===== config.mk =====
export PLATFORM = sky130hd
export DESIGN_NAME = ledscan_engine
export DESIGN_NICKNAME = d
export VERILOG_FILES = /design/src/rtl/ledscan_pkg.sv /design/src/rtl/ledscan_addr_gen.sv /design/src/rtl/ledscan_latch_bank.sv /design/src/rtl/ledscan_shift_bank.sv /design/src/rtl/ledscan_row_ctrl.sv /design/src/rtl/ledscan_engine.sv
export SDC_FILE = /design/constraint.sdc
export NUM_CORES = 1
export LEC_CHECK = 0
export BUFFER_PORTS_ARGS = -buffer_cell sky130_fd_sc_hd__buf_2
export CORE_UTILIZATION = 55
export CTS_CLUSTER_SIZE = 28
export DETAILED_ROUTE_END_ITERATION = 10
export GPL_ROUTABILITY_DRIVEN = 0
export PLACE_DENSITY_LB_ADDON = 0.1
export SLEW_MARGIN = 20
export SYNTH_ARGS = -nofsm -noshare
export SYNTH_HDL_FRONTEND = slang
export SYNTH_SLANG_ARGS = --single-unit
export TNS_END_PERCENT = 10

===== constraint.sdc =====
create_clock -name clk -period 4.3 [get_ports clk]
set_input_delay 0.43 -clock clk [delete_from_list [all_inputs] [get_ports clk]]
set_output_delay 0.43 -clock clk [all_outputs]
set_load 0.005 [all_outputs]

===== src/rtl/ledscan_pkg.sv =====
package ledscan_pkg;
  // Counter width for a modulus, at least one bit.
  function automatic int unsigned bits_for(int unsigned n);
    return (n > 1) ? $clog2(n) : 1;
  endfunction
endpackage


===== src/rtl/ledscan_addr_gen.sv =====
module ledscan_addr_gen #(
  parameter int RD_DIV = 1,
  parameter int PART_W = 4,
  parameter int COL_W  = 7,
  parameter int ROW_W  = 4,
  localparam int IDX_W  = PART_W + COL_W + ROW_W,
  localparam int ADDR_W = IDX_W + 1,
  localparam int TC_W   = ledscan_pkg::bits_for(RD_DIV)
) (
  input  logic              clk,
  input  logic              rst,
  output logic              mem_rd,
  output logic [ADDR_W-1:0] mem_addr,
  output logic              rd_v,
  output logic [PART_W-1:0] rd_part
);
  logic [TC_W-1:0]  tick_q;
  logic [IDX_W-1:0] idx_q;
  logic             fire;

  assign fire = (tick_q == TC_W'(RD_DIV - 1));

  always_ff @(posedge clk) begin
    if (rst) begin
      tick_q   <= '0;
      idx_q    <= '0;
      mem_rd   <= 1'b0;
      mem_addr <= '0;
      rd_v     <= 1'b0;
      rd_part  <= '0;
    end else begin
      tick_q <= fire ? '0 : tick_q + 1'b1;
      mem_rd <= fire;
      if (fire) begin
        mem_addr <= {1'b0, idx_q};
        idx_q    <= idx_q + 1'b1;
      end
      rd_v    <= mem_rd;
      rd_part <= mem_addr[PART_W-1:0];
    end
  end

  // Checker state: index of the previous read.
  logic             seen_q;
  logic [IDX_W-1:0] last_idx_q;
  always_ff @(posedge clk) begin
    if (rst) begin
      seen_q     <= 1'b0;
      last_idx_q <= '0;
    end else if (mem_rd) begin
      seen_q     <= 1'b1;
      last_idx_q <= mem_addr[IDX_W-1:0];
    end
  end

  assert_addr_step_R2: assert property (@(posedge clk) disable iff (rst)
    (mem_rd && seen_q) |-> (mem_addr[IDX_W-1:0] == last_idx_q + 1'b1));
endmodule


===== src/rtl/ledscan_latch_bank.sv =====
module ledscan_latch_bank #(
  parameter int BYTE_W = 8,
  localparam int NPART  = 2 * BYTE_W,
  localparam int PART_W = $clog2(NPART)
) (
  input  logic                         clk,
  input  logic                         rst,
  input  logic                         clr,
  input  logic                         rd_v,
  input  logic [PART_W-1:0]            rd_part,
  input  logic [BYTE_W-1:0]            mem_rdata,
  output logic [NPART-1:0]             strobe_n,
  output logic [NPART-1:0][BYTE_W-1:0] latched,
  output logic                         load
);
  always_comb begin
    strobe_n = '1;
    if (rd_v) strobe_n[rd_part] = 1'b0;
  end

  for (genvar p = 0; p < NPART; p++) begin : g_lat
    logic [BYTE_W-1:0] lat_q;
    always_ff @(posedge clk) begin
      if (rst || clr)       lat_q <= '0;
      else if (!strobe_n[p]) lat_q <= mem_rdata;
    end
    assign latched[p] = lat_q;
  end

  always_ff @(posedge clk) begin
    if (rst) load <= 1'b0;
    else     load <= rd_v && (rd_part == PART_W'(NPART - 1));
  end

  assert_strobe_single_R3: assert property (@(posedge clk) disable iff (rst)
    $onehot0(~strobe_n));
  assert_load_after_last_R4: assert property (@(posedge clk) disable iff (rst)
    load |-> $past(!strobe_n[NPART-1]));
endmodule


===== src/rtl/ledscan_shift_bank.sv =====
module ledscan_shift_bank #(
  parameter int BYTE_W = 8,
  parameter int RD_DIV = 1,
  localparam int NPART   = 2 * BYTE_W,
  localparam int BIT_CYC = 2 * RD_DIV,
  localparam int PH_W    = ledscan_pkg::bits_for(BIT_CYC)
) (
  input  logic                         clk,
  input  logic                         rst,
  input  logic                         clr,
  input  logic                         load,
  input  logic [NPART-1:0][BYTE_W-1:0] latched,
  output logic [NPART-1:0]             ser_data,
  output logic                         shift_pulse
);
  logic [PH_W-1:0] ph_q, ph_n;
  logic            run_q, run_n;
  logic            bit_end;

  assign bit_end = (ph_q == PH_W'(BIT_CYC - 1));

  always_comb begin
    ph_n  = ph_q;
    run_n = run_q;
    if (load) begin
      ph_n  = '0;
      run_n = 1'b1;
    end else if (bit_end) begin
      ph_n = '0;
    end else begin
      ph_n = ph_q + 1'b1;
    end
  end

  always_ff @(posedge clk) begin
    if (rst) begin
      ph_q        <= '0;
      run_q       <= 1'b0;
      shift_pulse <= 1'b0;
    end else begin
      ph_q        <= ph_n;
      run_q       <= run_n;
      shift_pulse <= run_n && (ph_n == PH_W'(BIT_CYC - 1));
    end
  end

  for (genvar p = 0; p < NPART; p++) begin : g_sh
    logic [BYTE_W-1:0] sh_q;
    always_ff @(posedge clk) begin
      if (rst || clr)              sh_q <= '0;
      else if (load)               sh_q <= latched[p];
      else if (run_q && bit_end)   sh_q <= {sh_q[BYTE_W-2:0], 1'b0};
    end
    assign ser_data[p] = sh_q[BYTE_W-1];
  end

  assert_pulse_single_R6: assert property (@(posedge clk) disable iff (rst)
    shift_pulse |=> !shift_pulse);
  assert_clear_zero_R9: assert property (@(posedge clk) disable iff (rst)
    $past(clr) |-> (ser_data == '0));
endmodule


===== src/rtl/ledscan_row_ctrl.sv =====
module ledscan_row_ctrl #(
  parameter int COL_W = 7,
  parameter int ROW_W = 4
) (
  input  logic             clk,
  input  logic             rst,
  input  logic             load,
  output logic             row_latch,
  output logic [ROW_W-1:0] row_sel
);
  logic [COL_W-1:0] grp_q;
  logic             primed_q;
  logic             row_done;

  // A load of group 0 means the previous row's final bit has just been sampled.
  assign row_done = load && primed_q && (grp_q == '0);

  always_ff @(posedge clk) begin
    if (rst) begin
      grp_q     <= '0;
      primed_q  <= 1'b0;
      row_latch <= 1'b0;
      row_sel   <= '1;
    end else begin
      row_latch <= row_done;
      if (load) begin
        grp_q    <= grp_q + 1'b1;
        primed_q <= 1'b1;
      end
      if (row_done) row_sel <= row_sel + 1'b1;
    end
  end

  assert_row_advance_R7: assert property (@(posedge clk) disable iff (rst)
    row_latch |-> (row_sel == $past(row_sel) + 1'b1));
  assert_row_hold_R7: assert property (@(posedge clk) disable iff (rst)
    !row_latch |-> $stable(row_sel));
endmodule


===== src/rtl/ledscan_engine.sv =====
module ledscan_engine #(
  parameter int BYTE_W    = 8,
  parameter int ROWS      = 16,
  parameter int ROW_BYTES = 128,
  parameter int RD_DIV    = 1,
  localparam int NPART  = 2 * BYTE_W,
  localparam int PART_W = $clog2(NPART),
  localparam int COL_W  = $clog2(ROW_BYTES),
  localparam int ROW_W  = $clog2(ROWS),
  localparam int ADDR_W = PART_W + COL_W + ROW_W + 1
) (
  input  logic              clk,
  input  logic              rst,
  input  logic              clr,
  output logic              mem_rd,
  output logic [ADDR_W-1:0] mem_addr,
  input  logic [BYTE_W-1:0] mem_rdata,
  output logic [NPART-1:0]  part_strobe_n,
  output logic              load_pulse,
  output logic              shift_pulse,
  output logic [NPART-1:0]  ser_data,
  output logic              row_latch,
  output logic [ROW_W-1:0]  row_sel
);
  logic                         rd_v;
  logic [PART_W-1:0]            rd_part;
  logic [NPART-1:0][BYTE_W-1:0] latched;

  ledscan_addr_gen #(
    .RD_DIV(RD_DIV), .PART_W(PART_W), .COL_W(COL_W), .ROW_W(ROW_W)
  ) u_addr (
    .clk(clk), .rst(rst), .mem_rd(mem_rd), .mem_addr(mem_addr),
    .rd_v(rd_v), .rd_part(rd_part)
  );

  ledscan_latch_bank #(.BYTE_W(BYTE_W)) u_latch (
    .clk(clk), .rst(rst), .clr(clr), .rd_v(rd_v), .rd_part(rd_part),
    .mem_rdata(mem_rdata), .strobe_n(part_strobe_n), .latched(latched),
    .load(load_pulse)
  );

  ledscan_shift_bank #(.BYTE_W(BYTE_W), .RD_DIV(RD_DIV)) u_shift (
    .clk(clk), .rst(rst), .clr(clr), .load(load_pulse), .latched(latched),
    .ser_data(ser_data), .shift_pulse(shift_pulse)
  );

  ledscan_row_ctrl #(.COL_W(COL_W), .ROW_W(ROW_W)) u_row (
    .clk(clk), .rst(rst), .load(load_pulse),
    .row_latch(row_latch), .row_sel(row_sel)
  );
endmodule


== Word-level counts from Yosys, hierarchy flattened ==
Cells that the tools add are included.

* Memory bits (writable): 0
* Logic and storage cells: 104
* Register bits after elaboration: 310
* Latch bits: 0
* Output and inout bits: 56
* Bits of input ports: 11
* Memories kept: 0
* ROM bits: 0

* Multiplexer cells: 38
* Magnitude comparators: 2
* $add $sub $neg: 5
* Bitwise logic cells: 2
* Shifts and indexed selects: 0
* Div/mod/pow operators: 0
* Multiply operators: 0
* Reduce and logical (&&, ||, !) cells: 10
* Equal/unequal tests: 1

{| class="wikitable"
|+ Operator list
! kind !! count
|-
| 8-bit two-way mux || 32
|-
| 16-bit two-way mux || 1
|-
| 16-bit inverter || 1
|-
| 15-bit by 1-bit adder with 15-bit output, second input constant || 1
|-
| 7-bit by 1-bit adder with 7-bit output, second input constant || 1
|-
| 7-bit zero test || 1
|-
| 1-bit logical AND || 6
|-
| 4-bit by 5-bit less-than comparator with 1-bit output, second input constant || 1
|-
| 4-bit by 1-bit adder with 4-bit output, second input constant || 1
|-
| 1-bit demux with 4-bit select || 1
|-
| 4-bit == test, second input constant || 1
|-
| 4-bit by 1-bit greater-or-equal comparator with 1-bit output, second input constant || 1
|-
| 1-bit two-way mux || 4
|-
| 1-bit adder, second input constant || 2
|-
| 2-bit nonzero test || 1
|-
| 2-bit OR reduction || 1
|-
| 1-bit logical OR || 1
|-
| 1-bit inverter || 1
|}

== Depth between registers and ports, before layout ==
Gate-level depths: netlist (run 1).

* Word-level depth: 6
* Depth in mapped cells: 7
* Gate-level depth less buffers: 5

== Modules after synthesis ==
A second synthesis (run 1) with hierarchy kept.

* Cells, all modules: 1396
* Area total of the unflattened synthesis: 13713.2 um^2

{| class="wikitable"
|+ Modules (own cells, without submodules)
! module !! area an instance (um^2) !! cells each !! times used !! sequential area each (um^2)
|-
| ledscan_shift_bank || 6991.7 || 732 || 1 || 2622.5
|-
| ledscan_latch_bank || 4748.3 || 461 || 1 || 2582.5
|-
| ledscan_addr_gen || 1403.8 || 139 || 1 || 740.7
|-
| ledscan_row_ctrl || 569.3 || 64 || 1 || 260.2
|}

== Least setup slack after synthesis (run 1) ==
Ideal clock, no wire load.

* Path type: register to register
* Start: register u_row.grp_q[0]
* End: register u_row.row_sel[3]
* Library setup time: 0.062 ns
* Required time: 4.238 ns
* Cell stages (with the launch flop): 6
* Path buffers: 0
* Arrival time: 1.565 ns
* Setup slack: 2.673 ns
* Period minus slack after synthesis: 1.627 ns
* Cell sequence: dfxtp_1 inv_1 ha_1 or4b_4 or4_1 nand3_1

* Longest elaborated chain between the ends: 2

{| class="wikitable"
|+ Ends and longest elaborated chain
! item !! RTL line !! text
|-
| from (decl) || ledscan_row_ctrl.sv:11 || <nowiki>logic [COL_W-1:0] grp_q;</nowiki>
|-
| from (signal assigned) || ledscan_row_ctrl.sv:27 || <nowiki>grp_q <= grp_q + 1'b1;</nowiki>
|-
| 7-bit zero test || ledscan_row_ctrl.sv:16 || <nowiki>assign row_done = load && primed_q && (grp_q == '0);</nowiki>
|-
| 1-bit logical AND || ledscan_row_ctrl.sv:16 ||
|-
| to (signal assigned) || ledscan_row_ctrl.sv:30 || <nowiki>if (row_done) row_sel <= row_sel + 1'b1;</nowiki>
|-
| to (decl) || ledscan_row_ctrl.sv:9 || <nowiki>output logic [ROW_W-1:0] row_sel</nowiki>
|}

No other way between the ends.
A chain may end at the register's enable or synchronous reset.

== Worst setup path in the final report (run 1) ==
* Start: register u_addr.rd_part[3]
* End: output port part_strobe_n[15]

* Longest elaborated chain between the ends: 6
* Elaborated cells between the ends (all ways): 7
* Those cells by class: 2 x order compare; 3 x mux; 1 x bitwise; 1 x reduce/logical

{| class="wikitable"
|+ Ends and longest elaborated chain
! item !! RTL line !! text
|-
| from (decl) || ledscan_addr_gen.sv:15 || <nowiki>output logic [PART_W-1:0] rd_part</nowiki>
|-
| from (signal assigned) || ledscan_addr_gen.sv:39 || <nowiki>rd_part <= mem_addr[PART_W-1:0];</nowiki>
|-
| 4-bit by 5-bit less-than comparator with 1-bit output (implied by the code) or 4-bit by 1-bit greater-or-equal comparator with 1-bit output (tied branches) || ledscan_latch_bank.sv:18 || <nowiki>if (rd_v) strobe_n[rd_part] = 1'b0;</nowiki>
|-
| 1-bit logical AND (implied by the code) || ledscan_latch_bank.sv:18 ||
|-
| 1-bit two-way mux (implied by the code) || ledscan_latch_bank.sv:18 ||
|-
| 1-bit demux with 4-bit select (*) || n/a ||
|-
| 16-bit inverter (no line) (*) || n/a ||
|-
| 16-bit two-way mux (*) || ledscan_latch_bank.sv:18 ||
|-
| to (decl) || ledscan_engine.sv:18 || <nowiki>output logic [NPART-1:0] part_strobe_n,</nowiki>
|}

Every way passes the cells marked *; elsewhere a longest branch is shown, timed or not.

==> results summary, run 1 <==
The run finished with clean final reports. The number of antenna violations at the first check in global routing was 0. The worst setup path is of the flip-flop to primary output kind. The leftover overflow at the end of global routing came out at 0. The final-report hold violation count is 0. The number of rows created at floorplan is 54.

The number of nets in the final layout is 1389. The power density over the cells came out at 424 mW/mm^2. The count of mapped cells out of synthesis came out at 1414. Clock latency on the worst-skew pair, taken at its later pin, is 0.51 ns.

The core outline area came out at 0.0222 sq mm. The total iterations of the first detailed-routing run is 5. The first-pass GRT wire length came out at 48.7 mm. The finished layout cell area is 0.0139 sq mm. The violation count after the first detailed-routing iteration came out at 773. In this run, post-CTS hold repair placed 0 buffers. The internal power of the cells totals 4.67 mW. The endpoint required time on the critical path came out at 3.87 ns.

Counting cells, the worst reg-to-reg path comes to 4. The number of nets still failing antenna checks after routing came out at 0. The number of distinct library cells after synthesis came out at 44.

The die footprint is 0.0235 sq mm. The TritonCTS clock tree is built. Once the clock tree was built, the setup fixing pass inserted 0 buffers.

Global routing used 25.3% of the available tracks across all layers. Traced cell by cell, the critical path runs through and2_1, nand2_1, buf_2. Sorting the synthesized cells by area gives the leading types as sky130_fd_sc_hd__dfxtp_1 (49%), sky130_fd_sc_hd__mux2i_1 (10%), sky130_fd_sc_hd__a211oi_1 (6.7%), sky130_fd_sc_hd__a21oi_1 (5.4%), sky130_fd_sc_hd__nand3_1 (5.4%). The cell sitting at the root of the clock tree is a sky130_fd_sc_hd__clkbuf_16.

The number of buffers added by the clock tree synthesis step came out at 34. The worst path meets setup with 1.53 ns of slack. The top flip-flop cell by instance count after synthesis is sky130_fd_sc_hd__dfxtp_1. The count of flip-flops with a built-in enable after synthesis came out at 0. The cell count of the worst hold path came out at 3. The switching part of the total power came out at 20.8%.

After detailed routing, the number of vias per cell comes to 5.92. The diode insertion count for antenna repair came out at 0. The type of destination of the critical path is a primary output. sky130_fd_sc_hd__dfxtp_1 takes more of the synthesized area than any other cell.

The number of clock sinks seen by CTS came out at 310. The worst-case IR drop observed on VDD is 360 uV. After synthesis, the mean cell area works out to 8.90 sq um.

Headroom to the max-slew limit came out at 25.7%. The number of top-level pins came out at 67. The final cycle utilization of the critical path is 64.4%.

For this run, design rule violations remaining after detail routing come to 0. The leakage power of the design came out at 4.22 nW. Summed over all nets, the switching power comes to 1.23 mW. The top cell type's share of synthesized area came out at 49.3%. For the final routed database, the setup TNS stands at 0 ns. The maximum number of pins on one net before global-route repair is 144.

The area growth from synthesis to layout came out at 10.5%. The flip-flop and latch count after synthesis is 310. The area of the mapped netlist is 0.0126 sq mm. The worst clock skew on the final layout came out at 0.0135 ns. The total number of H-tree levels came out at 2.

The total wire length after detailed routing came out at 29.4 mm. For the finished layout, the period the worst path requires is 2.77 ns. The initial standard-cell utilization of the core is 56.8%. The yosys synthesis warning count came out at 0.

The part of the Yosys area used for sequential elements came out at 49.3%. Setup repair after global routing left no endpoint under its margin. The arrival time of the worst setup path is 2.34 ns.

The fraction of synthesis flops using an asynchronous set or reset pin came out at 0%. The total setup violations reported at the end of the flow came out at 0. The count of port buffers added during placement is 65. The total of max-cap violations came out at 0. The combinational fraction of design power came out at 2.3%. The total power is 5.90 mW. The sequential cell fraction of total power came out at 48.9%.

The total via count after detailed routing came out at 9903. Dividing the detail-routed wire length by the instance count gives 17.5 um. The slowest cell on the critical path is sky130_fd_sc_hd__and2_1. Prior to clock tree synthesis, the placed netlist has a worst setup slack of 2.00 ns. In this run the deepest clock path goes through 3 buffers.

The delay of the slowest cell on the worst path came out at 0.89 ns. The count of instances resized after the clock tree is built is 0. The floorplan step set the die width to 153 um. The number of global-route vias before repair came out at 9371. For this run, the top clock speed supported by timing is 361 MHz.

In this run the worst path has a maximum fanout of 19. The placed instances occupy a cell area of 0.0128 sq mm. The class of the tightest hold or removal check is primary input to flip-flop. The count of final max-slew check failures is 0.

The filler cells instantiated in the layout total 1903. The overall die height came out at 153 um. The share of total power in the clock network came out at 48.8%. Cells with a size suffix above 1 make up 11.5% of the layout. Clock-pin slew was measured on the worst setup and hold paths at 0.06 ns. The tightest hold path in the finished design has a slack of 0.371 ns. The kind of start point of the critical path is a flip-flop. The measured slew at the worst slew-check pin came out at 1.11 ns. The final HPWL from detailed placement came out at 16.2 mm.
[worst paths after layout]
check / slack, ns / startpoint / to
min reg2reg: 0.47 / u_latch.g_lat[13].lat_q[7]$_SDFFE_PP0N_ / u_latch.g_lat[13].lat_q[7]$_SDFFE_PP0N_
min: 0.37 / mem_rdata[0] / u_latch.g_lat[14].lat_q[0]$_SDFFE_PP0N_
max: 1.53 / u_addr.rd_part[3]$_SDFF_PP0_ / part_strobe_n[15]
max reg2reg: 1.99 / u_latch.load$_SDFF_PP0_ / u_shift.g_sh[5].sh_q[3]$_SDFFE_PP0P_
[layout make-up]
| cell class | count | area, sq um | share of cell area (%) |
|---|---|---|---|
| clock buffer | 48 | 1020 | 7.37 |
| clock inverter | 8 | 93.8 | 0.675 |
| inverter | 5 | 18.8 | 0.135 |
| multi-input combinational | 932 | 5650 | 40.6 |
| sequential | 310 | 6210 | 44.7 |
| tap | 280 | 350 | 2.52 |
| timing repair buffer | 91 | 562 | 4.04 |
[power groups by stage]
stage / combinational (mW) / sequential [mW] / clock (mW)
floorplan: 0.0911 / 2.95 / 0
global placement: 0.132 / 2.95 / 0
detailed placement: 0.131 / 2.95 / 0
CTS: 0.132 / 2.89 / 2.94
global route: 0.143 / 2.88 / 3.05
finish: 0.133 / 2.89 / 2.88
[state kept, by name (all words and copies together), names as in the netlist]
name / count
u_addr.idx_q: 15
u_addr.mem_addr: 15
u_addr.mem_rd: 1
u_addr.rd_part: 4
u_addr.rd_v: 1
u_addr.tick_q: 1
u_latch.g_lat.lat_q: 128
u_latch.load: 1
u_row.grp_q: 7
u_row.primed_q: 1
u_row.row_latch: 1
u_row.row_sel: 4
u_shift.bit_end: 1
u_shift.g_sh.sh_q: 128
u_shift.run_q: 1
u_shift.shift_pulse: 1
[critical path: cells and delay by family (launching register included)]
family / cells / cell delay [ns]
buffers and inverters: 1 / 0.21
flip-flops: 1 / 0.48
AND/OR/NAND/NOR: 2 / 1.14
[stage by stage]
step,util (%),cells
2_1_floorplan,-,1415
3_3_place_gp,57.6,1617
3_5_place_dp,57.6,1617
4_1_cts,62.7,1673
5_1_grt,62.7,1674
6_report,62.7,1674
[Yosys cell counts, types with 3 or more instances]
master / count
sky130_fd_sc_hd__o31ai_1: 5
sky130_fd_sc_hd__o21ai_0: 132
sky130_fd_sc_hd__nand3_1: 136
sky130_fd_sc_hd__or4_1: 5
sky130_fd_sc_hd__buf_1: 17
sky130_fd_sc_hd__mux2i_1: 129
sky130_fd_sc_hd__buf_2: 43
sky130_fd_sc_hd__a211oi_1: 112
sky130_fd_sc_hd__a21oi_1: 136
sky130_fd_sc_hd__nor4_1: 5
sky130_fd_sc_hd__nand3b_1: 3
sky130_fd_sc_hd__dfxtp_1: 310
sky130_fd_sc_hd__inv_1: 5
sky130_fd_sc_hd__buf_4: 17
sky130_fd_sc_hd__nor2b_1: 14
sky130_fd_sc_hd__or3_1: 4
sky130_fd_sc_hd__nand2_1: 23
sky130_fd_sc_hd__nand4_1: 4
sky130_fd_sc_hd__ha_1: 4
sky130_fd_sc_hd__mux2_2: 5
sky130_fd_sc_hd__nor2_1: 165
sky130_fd_sc_hd__xor2_1: 6
sky130_fd_sc_hd__clkbuf_1: 91
sky130_fd_sc_hd__a22oi_1: 16
sky130_fd_sc_hd__nand4b_1: 3
[placed cells by master (no fill, tap or decap), drive strengths merged, types with 4 or more instances in the layout]
master | Yosys | layout
nor2b | 14 | 14
mux2i | 129 | 129
o21ai | 134 | 134
inv | 5 | 6
buf | 77 | 91
mux2 | 5 | 5
nand4 | 4 | 4
nor2 | 165 | 165
nand3 | 136 | 136
clkinv | 0 | 5
or4 | 5 | 5
dfxtp | 310 | 310
or3 | 4 | 4
ha | 4 | 4
nand2 | 23 | 23
o31ai | 5 | 5
a22oi | 16 | 16
a211oi | 112 | 112
xor2 | 6 | 6
clkbuf | 91 | 48
nor4 | 5 | 5
a21oi | 136 | 136
[routing by layer]
layer  up-vias  track usage, %  wire, um
met5         -               0         0
met4         0            7.70       619
met3        49            3.60      1290
met2       220            42.4     13800
met1      4677            33.6     13700
li1       4957               -         -
[cell families (layout without fill, tap and decap cells)]
logic type | Yosys count | after routing | share of synthesized area (%)
xor+xnor | 8 | 8 | 0.557
simple gates | 379 | 379 | 14.1
mux | 134 | 134 | 10.7
compound gates | 405 | 405 | 18.8
flops | 310 | 310 | 49.3
fa+ha+maj | 4 | 4 | 0.398
buf+inv | 173 | 152 | 6.09
other cells | 1 | 2 | 0.0298
Note: power is estimated with default switching activity, not from simulation.
==> run 2, diff against run 1 <==
- ABC_AREA: default -> 1
- clock period: 4.3 -> 2.6 ns (I/O delays scaled with it)
==> results summary, run 2 <==
TritonCTS built the clock tree. The headroom to the max-slew limit came out at 44.6% (+19 points). The library cells used most frequently in the layout, excluding fill and tap cells, are sky130_fd_sc_hd__nand2_1 (566), sky130_fd_sc_hd__dfxtp_1 (309), sky130_fd_sc_hd__nor2_1 (166). The per-cell routed wire length was 14.7 um (-16%). The kind of start point of the critical path is a flip-flop.

The type of destination of the critical path is a primary output. The maximum fanout encountered on the critical timing path came out at 17 (-2). Sorting the synthesized cells by how often they occur yields sky130_fd_sc_hd__nand2_1 (566), sky130_fd_sc_hd__dfxtp_1 (310), sky130_fd_sc_hd__nor2_1 (166). The accumulated negative setup slack came out at 0 ns (unchanged). The worst hold slack came out at 0.169 ns (-0.202 ns).

The number of rows created at floorplan is 54 (unchanged). The critical path goes through buf_4, nand3_1, nor2_2, inv_2, buf_2. The total via count after detailed routing is 10133 (+2.3%).

The total power is 10.1 mW (+71%). The number of antenna violations at the first check in global routing came out at 0 (unchanged). The final HPWL from detailed placement is 16.0 mm (-1.2%). The number of filler instances in the final layout is 1985 (+4.3%).

The buffer levels on the longest clock path came to 3 (unchanged). The area of the mapped netlist came out at 0.0123 sq mm (-2.0%). The final routed DRC violation total is 0 (unchanged). The highest achievable clock rate is 443 MHz. Setup repair after global routing left no endpoint under its margin.

The number of distinct library cells after synthesis is 29 (-34%). The number of hold-repair buffers added at the cts stage is 0 (unchanged). The via density per instance came out at 5.36 (-9.4%). The flip-flop and latch count after synthesis came out at 310 (unchanged).

The total setup violations reported at the end of the flow came out at 0 (unchanged). The worst path uses 86.8% of the clock period. The overall die height was 152 um (-1.0%). The area growth from synthesis to layout came out at 12.0%.

The slowest cell on the critical path is sky130_fd_sc_hd__nor2_2. The mux share of post-synthesis cell area came to 0% (-11 points). The final-report hold violation count is 0 (unchanged). The combinational family with the most area after synthesis is simple AND/OR/NAND/NOR gates.

In the final layout, the registers with the most flip-flops are u_latch.g_lat.lat_q: 128 flops, u_shift.g_sh.sh_q: 128 flops. The part of the Yosys area used for sequential elements came out at 50.3% (+1.0 points). The delay of the slowest cell on the worst path came out at 0.40 ns (-0.49 ns). The layout cell share with drive strength beyond 1 came out at 11.9% (+0.38 points). The critical register-to-register path startpoint is u_addr.rd_part[3]$_SDFF_PP0_. The synthesized area per cell came out at 7.76 sq um (-13%). The core outline area is 0.0219 sq mm (-1.2%). The total stage count of the critical path came to 5 (+2). The library cell used most frequently in the layout, excluding fill and tap cells, is sky130_fd_sc_hd__nand2_1. The maximum number of pins on one net before global-route repair is 118 (-18%). The endpoint required time on the critical path came out at 2.34 ns (-1.53 ns).

The category of the most critical setup path is flip-flop to primary output. The leakage power of the design is 4.39 nW (+4.1%). The total of max-cap violations came out at 0 (unchanged). The global-route track usage on met2 came out at 41.8% (-0.69 points). The number of top-level pins is 67 (unchanged). The post-CTS setup buffer count came out at 0 (unchanged). The post-CTS clock slew at the launch and capture registers of the worst setup and hold paths is 0.05 ns (about the same). The measured slew at the worst slew-check pin is 0.832 ns (-0.282 ns). The flow ran to the end, and the final reports show no timing, DRC or antenna violations.

The area share of xor/xnor cells in the synthesized design came out at 0.142% (-0.41 points). The count of instances resized after the clock tree is built came out at 0 (unchanged). The arrival time of the worst setup path is 2.00 ns (-0.34 ns). Following the worst setup path forward leads to its endpoint at part_strobe_n[10].

The total iterations of the first detailed-routing run is 5 (unchanged). On the critical path the largest part of the delay comes from simple AND/OR/NAND/NOR gates. The startpoint identified for the worst hold timing path is rst. The met1 layer usage reported by global route was 31.7% (-1.9 points). The count of final max-slew check failures is 0 (unchanged).

The worst-case reg-to-reg path depth came out at 5 (+1). The top cell type's share of synthesized area came out at 50.3% (+1.0 points). The die footprint is 0.0230 sq mm (-2.0%). The diode insertion count for antenna repair came to 0 (unchanged). The number of nets in the final layout is 1601 (+15%). The number of clock sinks seen by CTS is 310 (unchanged). The fraction of synthesis flops using an asynchronous set or reset pin came to 0% (unchanged). The layer flagged by global routing as most heavily used is met2.

The total number of H-tree levels is 2 (unchanged). The top flip-flop cell by instance count after synthesis is sky130_fd_sc_hd__dfxtp_1. The simple-gate share of the synthesized area came out at 25.1% (+11 points). The root buffer cell is sky130_fd_sc_hd__clkbuf_16. The power density over the cells is 730 mW/mm^2 (+72%).

The total wire length after detailed routing is 27.8 mm (-5.3%). The violation count after the first detailed-routing iteration came out at 558 (-28%). The buffering stage count on the worst path with inverters included came out at 3 (+2). The count of flip-flops with a built-in enable after synthesis was 0 (unchanged).

The horizontal extent of the die was 152 um (-1.0%). The most repeated cell in the gate-level netlist after synthesis is sky130_fd_sc_hd__nand2_1. The first-pass GRT wire length came to 45.0 mm (-7.6%).

The met3 track demand over resource in global routing came out at 3.35% (-0.25 points). The largest vdd supply drop came to 476 uV (+32%). The initial standard-cell utilization of the core was 56.3% (-0.46 points). The final core utilization came out at 63.1% (+0.36 points). The adder and majority cell fraction of the synthesized area is 0.406% (+0.0082 points). The number of nets still failing antenna checks after routing is 0 (unchanged). The overall fraction of global-route tracks in use is 24.5% (-0.80 points). The slack of the worst reg-to-reg path is 0.80 ns (-1.19 ns).

The yosys synthesis warning count is 0 (unchanged). The count of port buffers added during placement is 65 (unchanged). The number of global-route vias before repair is 9216 (-1.7%). The leftover overflow at the end of global routing came out at 0 (unchanged). The worst register-to-register path ends at u_latch.g_lat[1].lat_q[4]$_SDFFE_PP0N_.

Tracing the worst setup path back leads to its startpoint at u_addr.rd_v$_SDFF_PP0_. The path class of the tightest hold or removal check is primary input to flip-flop. In the post-synthesis netlist, the biggest area contributors are sky130_fd_sc_hd__dfxtp_1 (50%), sky130_fd_sc_hd__nand2_1 (17%), sky130_fd_sc_hd__a21oi_1 (6.5%), sky130_fd_sc_hd__a311oi_1 (6.1%), sky130_fd_sc_hd__nor2_1 (5.1%). The clock latency on the worst-skew pair is 0.51 ns (about the same).

The count of mapped cells out of synthesis came to 1589 (+12%). The share of the synthesized area in compound gates (AO/OA/AOI/OAI) came to 16.6% (-2.2 points). The shortest clock period the worst path allows after layout came out at 2.26 ns.

Summed over all instances, the cell type with the most area after synthesis is sky130_fd_sc_hd__dfxtp_1. The number of buffers added by the clock tree synthesis step is 34 (unchanged). The worst clock skew on the final layout is 0.0131 ns (-0.000404 ns).
-- run 2: metal layers --
| metal | routed length [um] | vias up |
|---|---|---|
| met4 | 581 | 0 |
| met3 | 929 | 42 |
| li1 | - | 5211 |
| met5 | 0 | - |
| met2 | 13100 | 160 |
| met1 | 13200 | 4720 |
-- run 2: power by group --
group / internal [mW] / switching, mW / leakage (nW)
Combinational: 0.0430 / 0.175 / 1.29
Sequential: 4.76 / 0.00947 / 2.50
Clock: 3.22 / 1.87 / 0.603
-- run 2: logic make-up after synthesis --
| kind of cell | Yosys count |
|---|---|
| AOI/OAI and AO/OA | 292 |
| adders and majority gates | 4 |
| and+or+nand+nor | 794 |
| DFF | 310 |
| other | 1 |
| buffers and inverters | 186 |
| xor gates and xnor gates | 2 |
-- run 2: worst min-delay path by stage --
stage | to | slack, ns | cells after the start
after global routing | u_row.row_latch$_SDFF_PP0_ | 0.20 | 2
after CTS | u_addr.mem_addr[12]$_SDFFE_PP0N_ | 0.15 | 2
after detailed placement | u_shift.shift_pulse$_SDFF_PP0_ | 0.45 | 1
final | u_addr.mem_addr[12]$_SDFFE_PP0N_ | 0.17 | 2
after floorplan | u_shift.bit_end$_SDFF_PP0_ | 0.42 | 1
after global placement | u_shift.bit_end$_SDFF_PP0_ | 0.44 | 1
-- run 2: per-stage QoR --
step | instance area [sq um] | instances | worst slack (ns)
floorplan | 12300 | 1590 | 1.25
global placement | 12600 | 1830 | 0.833
detailed placement | 12600 | 1830 | 0.814
CTS | 13800 | 1891 | 0.332
global route | 13800 | 1891 | 0.195
finish | 13800 | 1891 | 0.344
-- run 2: cell type report --
| class | count | area, sq um | share of cell area, % |
|---|---|---|---|
| clock buffer | 55 | 1110 | 8.06 |
| clock inverter | 6 | 105 | 0.761 |
| inverter | 61 | 231 | 1.68 |
| multi-input combinational | 1094 | 5240 | 37.9 |
| sequential | 310 | 6210 | 45.0 |
| tap | 280 | 350 | 2.54 |
| timing repair buffer | 85 | 563 | 4.08 |
